### src/rtl/smb_pkg.sv
package smb_pkg;
  localparam int ADDR_W = 7;
  localparam int BYTE_W = 8;
  localparam int CNT_W  = $clog2(BYTE_W + 1);

  typedef enum logic [3:0] {
    ST_IDLE, ST_ADDR, ST_ADDR_ACK, ST_IDX, ST_IDX_ACK,
    ST_DATA, ST_DATA_ACK, ST_TX, ST_TX_ACK, ST_HOLD
  } busState_t;

  typedef enum logic [1:0] {DRV_KEEP, DRV_ACK, DRV_REL} drvSel_t;

  typedef struct packed {
    logic    bitTick;
    logic    cntClr;
    logic    idxLoad;
    logic    wrFire;
    logic    txLoad;
    logic    txShift;
    drvSel_t drv;
  } ctrlStrobe_t;

  typedef struct packed {
    logic sclRise;
    logic sclFall;
    logic startSeen;
    logic stopSeen;
    logic cntFull;
    logic addrMatch;
    logic rwBit;
    logic sdaLow;
  } busStatus_t;
endpackage

### src/rtl/smb_dpath.sv
module smb_dpath
  import smb_pkg::*;
#(
  parameter int STRAP_W = 3,
  parameter logic [ADDR_W-STRAP_W-1:0] ADDR_HI = 4'b0011,
  parameter logic [BYTE_W-1:0] ID_HI_IDX = 8'h20,
  parameter logic [BYTE_W-1:0] ID_HI_VAL = 8'h60,
  parameter logic [BYTE_W-1:0] ID_LO_VAL = 8'h12,
  parameter logic [BYTE_W-1:0] CLR_BASE  = 8'h10,
  parameter int CLR_N = 2
) (
  input  logic               clk,
  input  logic               rst,
  input  logic               sclIn,
  input  logic               sdaIn,
  input  logic [STRAP_W-1:0] strapIn,
  input  ctrlStrobe_t        str,
  output busStatus_t         stat,
  output logic               sdaPullLow,
  output logic [BYTE_W-1:0]  regAddr,
  output logic               regWrEn,
  output logic [BYTE_W-1:0]  regWrData,
  input  logic [BYTE_W-1:0]  regRdData,
  output logic [CLR_N-1:0]   rdClr
);
  localparam logic [BYTE_W-1:0] ID_LO_IDX = ID_HI_IDX + 8'd1;

  logic sclQ, sclP, sdaQ, sdaP;
  logic [BYTE_W-1:0] rxReg, txReg, idxReg, rdByte;
  logic [CNT_W-1:0] bitCnt;
  logic sdaLow;
  logic [STRAP_W-1:0] addrLow;
  logic idxLive;

  function automatic logic isLive(input logic [BYTE_W-1:0] i);
    return (i <= 8'h05) || (i >= 8'h08 && i <= 8'h0D) || (i >= 8'h10 && i <= 8'h15);
  endfunction

  // line sampling and edge / condition detection
  always_ff @(posedge clk or posedge rst) begin
    if (rst) begin
      sclQ <= 1'b1; sclP <= 1'b1; sdaQ <= 1'b1; sdaP <= 1'b1;
    end else begin
      sclQ <= sclIn; sclP <= sclQ; sdaQ <= sdaIn; sdaP <= sdaQ;
    end
  end

  // strap capture: follows the pins while any reset holds, frozen afterwards
  always_ff @(posedge clk) begin
    if (rst) addrLow <= strapIn;
  end

  assign idxLive = isLive(idxReg);

  always_comb begin
    if (idxReg == ID_HI_IDX)      rdByte = ID_HI_VAL;
    else if (idxReg == ID_LO_IDX) rdByte = ID_LO_VAL;
    else if (idxLive)             rdByte = regRdData;
    else                          rdByte = '0;
  end

  always_ff @(posedge clk or posedge rst) begin
    if (rst) begin
      rxReg <= '0; txReg <= '0; idxReg <= '0; bitCnt <= '0; sdaLow <= 1'b0;
    end else begin
      if (str.cntClr)       bitCnt <= '0;
      else if (str.bitTick) bitCnt <= bitCnt + CNT_W'(1);
      if (str.bitTick) rxReg <= {rxReg[BYTE_W-2:0], sdaQ};
      if (str.idxLoad) idxReg <= rxReg;
      if (str.txLoad) begin
        txReg  <= rdByte;
        sdaLow <= ~rdByte[BYTE_W-1];
      end else if (str.txShift) begin
        txReg  <= {txReg[BYTE_W-2:0], 1'b0};
        sdaLow <= ~txReg[BYTE_W-2];
      end else begin
        case (str.drv)
          DRV_ACK: sdaLow <= 1'b1;
          DRV_REL: sdaLow <= 1'b0;
          default: ;
        endcase
      end
    end
  end

  always_ff @(posedge clk or posedge rst) begin
    if (rst) begin
      regWrEn <= 1'b0; regWrData <= '0;
    end else begin
      regWrEn <= str.wrFire & idxLive;
      if (str.wrFire) regWrData <= rxReg;
    end
  end

  for (genvar g = 0; g < CLR_N; g++) begin : gClr
    always_ff @(posedge clk or posedge rst) begin
      if (rst) rdClr[g] <= 1'b0;
      else     rdClr[g] <= str.txLoad && (idxReg == CLR_BASE + BYTE_W'(g));
    end
  end

  assign stat.sclRise   = sclQ & ~sclP;
  assign stat.sclFall   = ~sclQ & sclP;
  assign stat.startSeen = sclQ & sclP & sdaP & ~sdaQ;
  assign stat.stopSeen  = sclQ & sclP & ~sdaP & sdaQ;
  assign stat.cntFull   = (bitCnt == CNT_W'(BYTE_W));
  assign stat.addrMatch = (rxReg[BYTE_W-1:1] == {ADDR_HI, addrLow});
  assign stat.rwBit     = rxReg[0];
  assign stat.sdaLow    = sdaLow;

  assign sdaPullLow = sdaLow;
  assign regAddr    = idxReg;

  AST_SDA_SCL_LOW: assert property (@(posedge clk) disable iff (rst)
    !$stable(sdaLow) |-> !$past(sclQ));
  AST_STRAP_HOLD: assert property (@(posedge clk) disable iff (rst)
    !$past(rst) |-> $stable(addrLow));
  AST_WR_PULSE: assert property (@(posedge clk) disable iff (rst)
    regWrEn |=> !regWrEn);
  AST_WR_IN_ACK: assert property (@(posedge clk) disable iff (rst)
    regWrEn |-> sdaLow);
  AST_CLR_PULSE: assert property (@(posedge clk) disable iff (rst)
    (|rdClr) |=> (rdClr == '0));
endmodule

### src/rtl/smb_ctrl.sv
module smb_ctrl
  import smb_pkg::*;
(
  input  logic        clk,
  input  logic        rst,
  input  busStatus_t  stat,
  output ctrlStrobe_t str
);
  busState_t state, nxt;
  logic shifting;

  assign shifting = (state == ST_ADDR) || (state == ST_IDX) ||
                    (state == ST_DATA) || (state == ST_TX);

  always_comb begin
    nxt = state;
    str = '0;
    if (stat.startSeen) begin
      nxt = ST_ADDR;
      str.cntClr = 1'b1;
    end else if (stat.stopSeen) begin
      nxt = ST_IDLE;
    end else begin
      if (shifting && stat.sclRise && !stat.cntFull) str.bitTick = 1'b1;
      if (stat.sclFall) begin
        case (state)
          ST_ADDR: if (stat.cntFull) begin
            if (stat.addrMatch) begin nxt = ST_ADDR_ACK; str.drv = DRV_ACK; end
            else                begin nxt = ST_IDLE;     str.drv = DRV_REL; end
          end
          ST_ADDR_ACK: begin
            str.cntClr = 1'b1;
            if (stat.rwBit) begin nxt = ST_TX;  str.txLoad = 1'b1; end
            else            begin nxt = ST_IDX; str.drv = DRV_REL; end
          end
          ST_IDX: if (stat.cntFull) begin
            nxt = ST_IDX_ACK; str.drv = DRV_ACK; str.idxLoad = 1'b1;
          end
          ST_IDX_ACK: begin
            nxt = ST_DATA; str.cntClr = 1'b1; str.drv = DRV_REL;
          end
          ST_DATA: if (stat.cntFull) begin
            nxt = ST_DATA_ACK; str.drv = DRV_ACK; str.wrFire = 1'b1;
          end
          ST_DATA_ACK: begin
            nxt = ST_HOLD; str.drv = DRV_REL;
          end
          ST_TX: begin
            if (stat.cntFull) begin nxt = ST_TX_ACK; str.drv = DRV_REL; end
            else              str.txShift = 1'b1;
          end
          ST_TX_ACK: nxt = ST_HOLD;
          default: ;
        endcase
      end
    end
  end

  always_ff @(posedge clk or posedge rst) begin
    if (rst) state <= ST_IDLE;
    else     state <= nxt;
  end

  AST_IDLE_RELEASED: assert property (@(posedge clk) disable iff (rst)
    (state == ST_IDLE) |-> !stat.sdaLow);
  AST_HOLD_RELEASED: assert property (@(posedge clk) disable iff (rst)
    (state == ST_HOLD && $past(state == ST_HOLD)) |-> !stat.sdaLow);
endmodule

### src/rtl/smb_reg_slave.sv
module smb_reg_slave
  import smb_pkg::*;
#(
  parameter int STRAP_W = 3,
  parameter logic [ADDR_W-STRAP_W-1:0] ADDR_HI = 4'b0011,
  parameter int CLR_N = 2
) (
  input  logic               clk,
  input  logic               porN,
  input  logic               extRstN,
  input  logic               sclIn,
  input  logic               sdaIn,
  output logic               sdaPullLow,
  input  logic [STRAP_W-1:0] strapIn,
  output logic [BYTE_W-1:0]  regAddr,
  output logic               regWrEn,
  output logic [BYTE_W-1:0]  regWrData,
  input  logic [BYTE_W-1:0]  regRdData,
  output logic [CLR_N-1:0]   rdClr
);
  logic rstAct;
  ctrlStrobe_t str;
  busStatus_t stat;

  assign rstAct = ~porN | ~extRstN;

  smb_ctrl uCtrl (
    .clk(clk), .rst(rstAct), .stat(stat), .str(str)
  );

  smb_dpath #(.STRAP_W(STRAP_W), .ADDR_HI(ADDR_HI), .CLR_N(CLR_N)) uDpath (
    .clk(clk), .rst(rstAct), .sclIn(sclIn), .sdaIn(sdaIn), .strapIn(strapIn),
    .str(str), .stat(stat), .sdaPullLow(sdaPullLow), .regAddr(regAddr),
    .regWrEn(regWrEn), .regWrData(regWrData), .regRdData(regRdData), .rdClr(rdClr)
  );

  AST_RESET_QUIET: assert property (@(posedge clk)
    rstAct |=> (!sdaPullLow && !regWrEn && rdClr == '0) || !rstAct);
endmodule

### config.mk
export PLATFORM = sky130hd
export DESIGN_NAME = smb_reg_slave
export DESIGN_NICKNAME = d
export VERILOG_FILES = /design/src/rtl/smb_pkg.sv /design/src/rtl/smb_dpath.sv /design/src/rtl/smb_ctrl.sv /design/src/rtl/smb_reg_slave.sv
export SDC_FILE = /design/constraint.sdc
export NUM_CORES = 1
export LEC_CHECK = 0
export ABC_AREA = 0
export BUFFER_PORTS_ARGS = -buffer_cell sky130_fd_sc_hd__buf_2
export CAP_MARGIN = 20
export CELL_PAD_IN_SITES_DETAIL_PLACEMENT = 0
export CELL_PAD_IN_SITES_GLOBAL_PLACEMENT = 2
export CORE_ASPECT_RATIO = 0.8
export CORE_MARGIN = 3
export CORE_UTILIZATION = 39
export CTS_BUF_LIST = sky130_fd_sc_hd__clkbuf_2
export DETAILED_ROUTE_END_ITERATION = 12
export PLACE_DENSITY_LB_ADDON = 0.3
export SLEW_MARGIN = 0
export SYNTH_ARGS = -nofsm -noshare
export SYNTH_HDL_FRONTEND = slang
export SYNTH_HIERARCHICAL = 1
export SYNTH_SLANG_ARGS = --single-unit
### constraint.sdc
create_clock -name clk -period 3.7 [get_ports clk]
set_clock_uncertainty 0.2 [all_clocks]
set_input_delay 0 -clock clk [delete_from_list [all_inputs] [get_ports clk]]
set_output_delay 0 -clock clk [all_outputs]
set_load 0.005 [all_outputs]
==> key figures, run 1 <==
Global routing
  • Met2 Usage GRT: between 20% and 30%
  • Vias in the first global route: ~1700
  • First-pass GRT wire length: slightly above 8000 um
  • GRT met1 Usage: a little over a fifth
  • Gr usage total: 14.84%
  • Grt ovf: 0
  • Top Usage Layer GRT: met2
  • Largest net degree at the start of global routing: 18
  • Initial antenna violation count: 0
  • Met3 usage: between 4 and 5%

Die
  • Die area: just over 7000 um^2
  • Core ar.: 5645 um^2
  • Cell Rows: 24
  • Chip height: between 70 and 80 um
  • Initial cell density of the core: about two fifths
  • I/O pin count: 36
  • Die width: 93.11 um

Finish
  • Layout area overhead: 23.57%
  • Commonest non-fill, non-tap cell in the layout: dfrtp_1
  • Fillcell total: approximately 570
  • Layout cells sized above 1: around 32%
  • Cell Count, Final, Fillers Out: approximately 340
  • Nets: roughly 280
  • Commonest non-fill, non-tap cells in the layout: 43 x dfrtp_1, 35 x buf_2, 24 x mux2_2
  • Antenna diodes: 0

Power and ir drop
  • Total power: around 0.98 mW
  • Logic gate share of total power: ~8.5%
  • Register share of total power: approximately 60%
  • PD cells: 336.1 nW/um^2
  • Clock network power share: ~31%
  • Switching power: approximately 0.25 mW
  • Leak: between 1 and 1.5 nW
  • Int Pwr: 0.7361 mW
  • Worst IR Drop VDD: about 200 uV
  • Switching share of power: between 20% and 30%

Yosys
  • Gate Count Post-Synth: 204
  • Ys Warns: 6
  • Synth Cell Area: around 2400 um^2
  • Syn nets: between 200 and 250
  • Syn avg cell area: approximately 12 um^2

Critical path
  • Critical Path Max Stage Delay: between 0.5 and 0.6 ns
  • CP startpoint kind: flip-flop
  • Crit-path leading delay family: simple AND/OR/NAND/NOR gates
  • WS Path Type: flip-flop to flip-flop
  • Worst path cell trace: nor2b_1, or4b_4, nor3_1, buf_4, or4b_1, nor3b_2, a311o_2
  • Setup crit end kind: flip-flop
  • Crit path DAT: a little over 3 ns
  • CP max stage cell: dfstp_2
  • Critical-path maximum fanout: 14
  • CP required: between 3 and 4 ns
  • Worst Path Buf+Inv: 1

STA
  • Fin crit share: roughly 78%
  • WHS: around 0.081 ns
  • Final min period: ~2.9 ns
  • Slew headroom: between 50% and 60%
  • Final Max Slew Viols: 0
  • Sum Neg Setup Slack: 0 ns
  • Final worst slack: 0.8219 ns
  • Fin. Hold Viols: 0
  • F_max: ~350 MHz
  • Final setup violation count: 0
  • Unrepaired setup endpoints after global routing: false
  • Slew at the pin with the worst max-slew slack: between 0.6 and 0.7 ns

Clocking
  • Inserted Clock Buffers: 5
  • Htree depth: 2
  • CTS tree: done
  • Clock-pin slew on the worst setup and hold paths: 0.28 ns
  • CTS root buffer: clkbuf_2
  • CTS max path bufs: 2
  • Setup Fix Bufs, Post-CTS: 0
  • Clock sink count: 50
  • Clock Latency Late Sink: roughly 0.44 ns

Detailed routing
  • Post-DR vias/cell: about 5.0
  • Overall routed net length: 4866 um
  • Drt drc: 0
  • Drt initial violations: 34
  • Routed Antenna Nets: 0
  • TritonRoute pass-1 iters: 4
  • Wire per inst: about 14 um
  • DR vias: 1700

Run status
  • Status: completed

Place
  • Worst slack, placed: around 0.84 ns
  • # port buffers: 35
  • Final HPWL DP: about 3400 um
  • Final GP Congestion: 0.8098
  • Placed cell count: 313

Min path
  • Worst Hold Class: input pin to async pin

Flow run
  • Max-cap violations: 0
power by group through the flow:
| stage | Combinational (mW) | Sequential (mW) | Clock [mW] |
|---|---|---|---|
| 6_report | 0.0832 | 0.593 | 0.307 |
| 4_1_cts | 0.0830 | 0.593 | 0.318 |
| 5_1_grt | 0.0947 | 0.596 | 0.346 |
| 2_1_floorplan | 0.0535 | 0.593 | 0 |
| 3_5_place_dp | 0.0675 | 0.602 | 0 |
| 3_3_place_gp | 0.0653 | 0.601 | 0 |
final timing paths:
kind / startpoint / cells after the start / slack (ns) / endpoint
setup reg to reg: uDpath/sclP$_DFF_PP1_ / 7 / 0.82 / uDpath/txReg[6]$_DFFE_PP0P_
max in group asynchronous: extRstN / 7 / 1.52 / uDpath/txReg[3]$_DFFE_PP0P_
setup / recovery: uDpath/sclP$_DFF_PP1_ / 7 / 0.82 / uDpath/txReg[6]$_DFFE_PP0P_
hold / removal: porN / 4 / 0.08 / uDpath/rxReg[4]$_DFFE_PP0P_
min in group clk: strapIn[0] / 2 / 0.09 / uDpath/addrLow[0]$_DFFE_PP_
hold reg to reg: uDpath/sdaQ$_DFF_PP1_ / 0 / 0.20 / uDpath/sdaP$_DFF_PP1_
worst register-to-register path, cell delays in order (launching register included):
cell     delay [ns]
dfstp_2        0.59
nor2b_1        0.30
or4b_4         0.54
nor3_1         0.15
buf_4          0.22
or4b_1         0.49
nor3b_2        0.24
a311o_2        0.14
metal layers:
layer / vias to the layer above / wire (um)
met5: - / 0
met3: 6 / 166
met2: 26 / 2261
li1: 844 / -
met4: 0 / 47
met1: 824 / 2391
through the flow:
stage | cell area, um^2 | util (%)
after detailed placement | 2641 | 46.79
after global routing | 2925 | 51.82
after global placement | 2626 | 46.52
after CTS | 2905 | 51.46
final | 2925 | 51.82
after floorplan | 2367 | -
sequential cells by signal, summed over array words and instances, names as in the netlist, 2 cells and up:
register          flops
uDpath/regAddr        8
uDpath/regWrData      8
uDpath/rxReg          8
uDpath/txReg          7
uCtrl/state           4
uDpath/bitCnt         4
uDpath/addrLow        3
uDpath/rdClr          2
area by class of cell:
class,instances,area [um^2],share of cell area (%)
clock inverter,3,48.80,1.668
tap,78,97.59,3.336
clock buffer,5,25.02,0.8554
inverter,9,33.78,1.155
timing repair buffer,62,437.9,14.97
multi-input combinational,135,1011,34.56
sequential,50,1271,43.46
what timing repair did:
item | in CTS | in global routing
hold buffers | 19 | 2
gates resized for setup | 0 | 0
endpoints found under the setup margin | 0 | 0
endpoints found under the hold margin | 49 | 2
(Power assumes the default switching activity.)
==> run 2: changes to the inputs <==
Clock period 3.7 ns to 2.72 ns, I/O delays scaled along.
==> run 2 against run 1 <==
  * Power is 26% higher
  * Clock power barely moved
  * Core utilization grew 1.2 points
  * Critical path depth up 2
  * Count of clock-buffer cells in the layout up 1
  * First-iteration DRC count rose by 97%
  * Wire length is 2.7% lower
  * Final cell count is 2.3% higher
  * Setup slack worse by 0.70 ns
  * Global-route usage is 0.33 points lower
  * Flip-flop and latch count unchanged
  * Largest power group unchanged
==> key figures, run 2 (synthesis gave the netlist of run 1 again) <==
Clocking
  • Htree depth: 2 (unchanged)
  • CTS root buffer: clkbuf_2 (unchanged)
  • Clock Latency Late Sink: 0.42 ns (was 0.44 ns)
  • CTS tree: done (unchanged)
  • Clock-pin slew on the worst setup and hold paths: 0.25 ns (was 0.28 ns)
  • CTS max path bufs: 2 (unchanged)
  • Inserted Clock Buffers: 5 (unchanged)
  • Clock sink count: 50 (unchanged)

Place
  • DP Area: 2711 um^2 (was 2641 um^2)
  • Final GP Congestion: 0.8165 (was 0.8098)
  • Final HPWL DP: 3340 um (was 3442 um)
  • # port buffers: 35 (unchanged)

Finish
  • Nets: 290 (was 282)
  • Fillcell total: 511 (was 568)
  • Register area: 1271 um^2 (unchanged)
  • Post-Layout Inst Area: 2995 um^2 (was 2925 um^2)
  • Area of the multi-input gates: 1033 um^2 (was 1011 um^2)
  • Layout cells sized above 1: 35.66% (was 32.20%)
  • Antenna diodes: 0 (unchanged)
  • Layout area overhead: 26.53% (was 23.57%)
  • Commonest non-fill, non-tap cell in the layout: dfrtp_1 (unchanged)
  • Commonest non-fill, non-tap cells in the layout: 43 x dfrtp_1, 35 x buf_2, 24 x mux2_2 (unchanged)

Power and ir drop
  • Leak: 1.420 nW (was 1.373 nW)
  • Worst IR Drop VDD: 279.1 uV (was 199.5 uV)
  • PD cells: 412.5 nW/um^2 (was 336.1 nW/um^2)
  • Total power: 1.236 mW (was 0.9832 mW)

Detailed routing
  • Drt drc: 0 (unchanged)
  • TritonRoute pass-1 iters: 4 (unchanged)
  • Drt initial violations: 67 (was 34)
  • Routed Antenna Nets: 0 (unchanged)
  • DR vias: 1710 (was 1700)
  • Overall routed net length: 4733 um (was 4866 um)
  • Post-DR vias/cell: 4.886 (was 4.971)
  • Wire per inst: 13.52 um (was 14.23 um)

Global routing
  • Vias in the first global route: 1653 (was 1661)
  • Initial antenna violation count: 0 (unchanged)
  • First-pass GRT wire length: 7900 um (was 8121 um)
  • Largest net degree at the start of global routing: 35 (was 18)
  • Gr usage total: 14.51% (was 14.84%)
  • Grt ovf: 0 (unchanged)

STA
  • Final setup violation count: 0 (unchanged)
  • Final Max Slew Viols: 0 (unchanged)
  • Final min period: 2.603 ns (was 2.878 ns)
  • Fin crit share: 95.69% (was 77.79%)
  • Slew at the pin with the worst max-slew slack: 0.5925 ns (was 0.6357 ns)
  • F_max: 384.2 MHz (was 347.5 MHz)
  • Fin. Hold Viols: 0 (unchanged)
  • Unrepaired setup endpoints after global routing: true (was false)
  • Sum Neg Setup Slack: 0 ns (unchanged)
  • Slew headroom: 60.20% (was 57.46%)

Min path
  • Hold Path Depth: 2
  • Worst Hold Class: input pin to flip-flop (was input pin to async pin)
  • HP Start: strapIn[2]

Critical path
  • R2R depth: 9 (was 7)
  • CP required: 2.87 ns (was 3.91 ns)
  • Setup crit end kind: flip-flop (unchanged)
  • CP startpoint kind: flip-flop (unchanged)
  • R2r startpoint: uDpath/sclP$_DFF_PP1_ (unchanged)
  • Crit path DAT: 2.75 ns (was 3.09 ns)
  • WS Path Type: flip-flop to flip-flop (unchanged)
  • Setup crit start: uDpath/sclP$_DFF_PP1_ (unchanged)
  • Critical-path maximum fanout: 4 (was 14)

Run status
  • Status: completed (unchanged)

Die
  • Chip height: 75.69 um (unchanged)
  • Initial cell density of the core: 41.93% (unchanged)
  • Core ar.: 5645 um^2 (unchanged)
  • Die width: 93.11 um (unchanged)
  • Die area: 7047 um^2 (unchanged)
  • I/O pin count: 36 (unchanged)
  • Cell Rows: 24 (unchanged)

Flow run
  • Max-cap violations: 0 (unchanged)
==> run 2: cell count changes in the layout (fill, tap and decap cells not counted), sizes merged <==
| cell | previous run | this run |
|---|---|---|
| buf | 41 | 49 |
| clkinv | 0 | 1 |
| clkbuf | 5 | 6 |
| bufinv | 1 | 0 |
| clkinvlp | 1 | 0 |
==> run 2: area by class of cell <==
type | instances | share of cell area, %
clock buffers | 6 | 1.003
clock inverters | 2 | 0.4595
inverters | 9 | 1.128
multi-input cells | 135 | 34.50
flip-flops and latches | 50 | 42.44
well taps | 78 | 3.258
repair buffers | 70 | 17.21
==> run 2: worst paths after layout <==
check                      slack, ns                            end
min in group asynchronous       0.50   uDpath/bitCnt[0]$_DFFE_PP0P_
min reg2reg                     0.20          uDpath/sdaP$_DFF_PP1_
min                             0.05    uDpath/addrLow[2]$_DFFE_PP_
max                             0.12  uDpath/sdaPullLow$_DFFE_PP0P_
max reg2reg                     0.12  uDpath/sdaPullLow$_DFFE_PP0P_
max in group asynchronous       0.54    uDpath/txReg[3]$_DFFE_PP0P_
==> run 2: what timing repair did <==
item / in CTS / in global routing
resized for setup: 0 / 5
endpoints found under the hold margin: 63 / 1
setup buffers: 0 / 1
endpoints found under the setup margin: 0 / 3
hold buffers: 20 / 1
==> run 2: metal layers <==
| layer | share of wire, % | GRT usage (%) | vias up | wire, um |
|---|---|---|---|---|
| met1 | 51 | 21.46 | 814 | 2423 |
| met2 | 44 | 21.23 | 30 | 2094 |
| met5 | 0 | 0 | - | 0 |
| li1 | - | - | 861 | - |
| met3 | 3.6 | 3.258 | 5 | 172 |
| met4 | 0.91 | 4.878 | 0 | 43 |
==> run 2: where the power goes <==
group / leakage, nW / total [mW] / internal, mW / switching (mW)
Clock: 0.0334 / 0.308 / 0.0699 / 0.238
Combinational: 0.743 / 0.121 / 0.0659 / 0.0551
Sequential: 0.644 / 0.807 / 0.777 / 0.0293
==> run 2: worst max-delay path, cell delays in order (launching register included) <==
cell	delay, ns
dfstp_2	0.60
nor2b_4	0.14
or4b_4	0.49
or2_4	0.26
nor2b_2	0.10
inv_1	0.04
ha_1	0.29
and2_1	0.15
o31ai_2	0.17
a2bb2oi_1	0.09
==> run 2: stage by stage <==
stage | utilization [%] | instances | setup slack, ns | hold slack (ns)
6_report | 53.06 | 350 | 0.1173 | 0.05448
5_1_grt | 53.06 | 350 | -0.01647 | 0.004532
4_1_cts | 52.35 | 348 | 0.05777 | 0.01723
3_5_place_dp | 48.03 | 320 | 0.08860 | -0.1397
3_3_place_gp | 48.03 | 320 | 0.1316 | -0.1395
2_1_floorplan | - | 204 | 0.04391 | -0.3037
==> run 3: changes to the inputs <==
Settings changed: CAP_MARGIN 20 to 40.
Clock period 2.72 ns to 2.6 ns, I/O delays scaled along.
==> run 3 against run 2 <==
  * Worst hold slack better by 0.0054 ns
  * Maximum frequency increased by 0.24%
  * Largest power group unchanged
  * Count of clock-buffer cells in the layout down 1
  * Combinational power rose by 17%
  * Largest cell class unchanged
  * Highest routed layer unchanged
  * Flip-flop and latch count stayed put
==> key figures, run 3 (synthesis gave the netlist of run 1 again) <==
Run status
  • Status: completed (unchanged)

Global routing
  • Met3 usage: 3.060% (was 3.258%)
  • Top Usage Layer GRT: met2 (was met1)
  • First-pass GRT wire length: 8293 um (was 7900 um)
  • Grt ovf: 0 (unchanged)
  • Vias in the first global route: 1682 (was 1653)
  • Largest net degree at the start of global routing: 27 (was 35)
  • GRT met1 Usage: 22.12% (was 21.46%)
  • Gr usage total: 15.26% (was 14.51%)
  • Initial antenna violation count: 0 (unchanged)
  • Met2 Usage GRT: 23.06% (was 21.23%)

Critical path
  • CP required: 2.78 ns (was 2.87 ns)
  • Crit path DAT: 2.77 ns (was 2.75 ns)
  • Worst path cell trace: nor2b_4, or4b_4, or2_4, nor2b_2, inv_2, ha_4, and2_4, o31ai_4, a2bb2oi_2 (was nor2b_4, or4b_4, or2_4, nor2b_2, inv_1, ha_1, and2_1, o31ai_2, a2bb2oi_1)
  • Crit-path leading delay family: simple AND/OR/NAND/NOR gates (unchanged)
  • FF-to-FF setup slack: 0.004 ns (was 0.12 ns)
  • Setup crit end kind: flip-flop (unchanged)
  • Stages on worst setup path: 9 (unchanged)
  • WS Path Type: flip-flop to flip-flop (unchanged)
  • R2r startpoint: uDpath/sclP$_DFF_PP1_ (unchanged)
  • Critical Path Max Stage Delay: 0.62 ns (was 0.60 ns)
  • Worst Path Buf+Inv: 1 (unchanged)
  • CP startpoint kind: flip-flop (unchanged)
  • Critical-path maximum fanout: 3 (was 4)
  • Capturing point of the worst reg2reg path: uDpath/sdaPullLow$_DFFE_PP0P_ (unchanged)
  • R2R depth: 9 (unchanged)
  • CP max stage cell: dfstp_2 (unchanged)

Finish
  • Fillcell total: 535 (was 511)
  • Commonest non-fill, non-tap cells in the layout: 42 x dfrtp_1, 35 x buf_2, 24 x mux2_2 (was 43 x dfrtp_1, 35 x buf_2, 24 x mux2_2)
  • Core Util, Final: 55.47% (was 53.06%)
  • Post-Layout Inst Area: 3132 um^2 (was 2995 um^2)
  • Nets: 297 (was 290)
  • Layout area overhead: 32.29% (was 26.53%)
  • Layout cells sized above 1: 40.86% (was 35.66%)
  • Antenna diodes: 0 (unchanged)
  • Commonest non-fill, non-tap cell in the layout: dfrtp_1 (unchanged)

Die
  • Cell Rows: 24 (unchanged)
  • I/O pin count: 36 (unchanged)
  • Die width: 93.11 um (unchanged)
  • Initial cell density of the core: 41.93% (unchanged)
  • Die area: 7047 um^2 (unchanged)
  • Chip height: 75.69 um (unchanged)
  • Core ar.: 5645 um^2 (unchanged)

Place
  • DP Area: 2776 um^2 (was 2711 um^2)
  • # port buffers: 35 (unchanged)
  • Final HPWL DP: 3508 um (was 3340 um)
  • Final GP Congestion: 0.7697 (was 0.8165)

Power and ir drop
  • PD cells: 427.3 nW/um^2 (was 412.5 nW/um^2)
  • Leak: 1.469 nW (was 1.420 nW)
  • Worst IR Drop VDD: 297.5 uV (was 279.1 uV)

Clocking
  • Clock Latency Late Sink: 0.44 ns (was 0.42 ns)
  • CTS tree: done (unchanged)
  • Clock-pin slew on the worst setup and hold paths: 0.28 ns (was 0.25 ns)
  • CTS max path bufs: 2 (unchanged)
  • Inserted Clock Buffers: 5 (unchanged)
  • CTS root buffer: clkbuf_2 (unchanged)
  • Htree depth: 2 (unchanged)
  • Clock sink count: 50 (unchanged)

STA
  • Fin. Hold Viols: 0 (unchanged)
  • Fin crit share: 99.86% (was 95.69%)
  • Final Max Slew Viols: 0 (unchanged)
  • Slew at the pin with the worst max-slew slack: 0.7343 ns (was 0.5925 ns)
  • Final setup violation count: 0 (unchanged)
  • Slew headroom: 50.99% (was 60.20%)
  • Unrepaired setup endpoints after global routing: true (unchanged)
  • Final min period: 2.596 ns (was 2.603 ns)
  • F_max: 385.1 MHz (was 384.2 MHz)

Detailed routing
  • Drt initial violations: 35 (was 67)
  • Wire per inst: 14.39 um (was 13.52 um)
  • Overall routed net length: 5138 um (was 4733 um)
  • Drt drc: 0 (unchanged)
  • TritonRoute pass-1 iters: 4 (unchanged)
  • DR vias: 1766 (was 1710)
  • Post-DR vias/cell: 4.947 (was 4.886)
  • Routed Antenna Nets: 0 (unchanged)

Min path
  • Worst Hold Class: input pin to flip-flop (unchanged)
  • Hold Path Depth: 2 (unchanged)
  • HP Start: strapIn[2] (unchanged)
  • WHS Endpoint: uDpath/addrLow[2]$_DFFE_PP_ (unchanged)

Flow run
  • Max-cap violations: 0 (unchanged)
[run 3: changes by cell type in the layout (fill, tap and decap cells not counted), sizes merged]
cell    delta
buf        +7
clkbuf     -1
clkinv     +1
[run 3: worst reg2reg max path, delay by kind of cell, from the launching register on]
| family | cells | cell delay [ns] |
|---|---|---|
| adders and majority gates | 1 | 0.21 |
| buffers and inverters | 1 | 0.05 |
| DFF | 1 | 0.62 |
| and+or+nand+nor | 5 | 1.16 |
| AOI/OAI and AO/OA | 2 | 0.31 |
[run 3: worst max path at each step]
stage | slack [ns] | from | endpoint
6_report | 0.004 | uDpath/sclP$_DFF_PP1_ | uDpath/sdaPullLow$_DFFE_PP0P_
5_1_grt | -0.08 | uDpath/addrLow[1]$_DFFE_PP_ | uDpath/sdaPullLow$_DFFE_PP0P_
4_1_cts | -0.03 | uDpath/sclP$_DFF_PP1_ | uDpath/sdaPullLow$_DFFE_PP0P_
3_5_place_dp | -0.01 | uDpath/sclP$_DFF_PP1_ | uDpath/sdaPullLow$_DFFE_PP0P_
3_3_place_gp | 0.04 | uDpath/sclP$_DFF_PP1_ | uDpath/sdaPullLow$_DFFE_PP0P_
2_1_floorplan | 0.001 | uDpath/sclP$_DFF_PP1_ | uDpath/sdaPullLow$_DFFE_PP0P_
[run 3: area by class of cell]
class | count | area (um^2) | share of cell area [%]
multi-input cells | 135 | 1094 | 34.92
clock inverters | 3 | 28.78 | 0.9189
clock buffers | 5 | 25.02 | 0.7990
repair buffers | 77 | 580.6 | 18.54
well taps | 78 | 97.59 | 3.116
flip-flops and latches | 50 | 1272 | 40.63
inverters | 9 | 33.78 | 1.079
[run 3: power by group]
part / switching [mW] / internal, mW / leakage [nW]
Clock: 0.277 / 0.0782 / 0.0351
Sequential: 0.0284 / 0.814 / 0.642
Combinational: 0.0627 / 0.0779 / 0.791
[run 3: repair_timing]
item                                   CTS  global route
endpoints found under the hold margin   37             0
pin swaps                                0            10
setup endpoints to repair                1             3
resized for setup                        1            15
buffers inserted                         0             3
hold buffers                            21             0
[run 3: metal layers]
| layer | vias to the layer above | share of wire (%) |
|---|---|---|
| li1 | 876 | - |
| met1 | 857 | 49 |
| met2 | 26 | 46 |
| met3 | 7 | 3.4 |
| met4 | 0 | 1.1 |
| met5 | - | 0 |
[run 3: through the flow]
| stage | instances | setup TNS (ns) | hold slack, ns | setup WS [ns] | power, mW |
|---|---|---|---|---|---|
| 2_1_floorplan | 204 | 0 | -0.3037 | 0.001253 | 0.9222 |
| 3_5_place_dp | 326 | -0.01070 | -0.1260 | -0.01070 | 0.9610 |
| 3_3_place_gp | 326 | 0 | -0.1309 | 0.04185 | 0.9608 |
| 4_1_cts | 355 | -0.02651 | 0.008864 | -0.02651 | 1.350 |
| 5_1_grt | 357 | -0.07881 | 0.01740 | -0.07881 | 1.411 |
| 6_report | 357 | 0 | 0.05988 | 0.003560 | 1.338 |
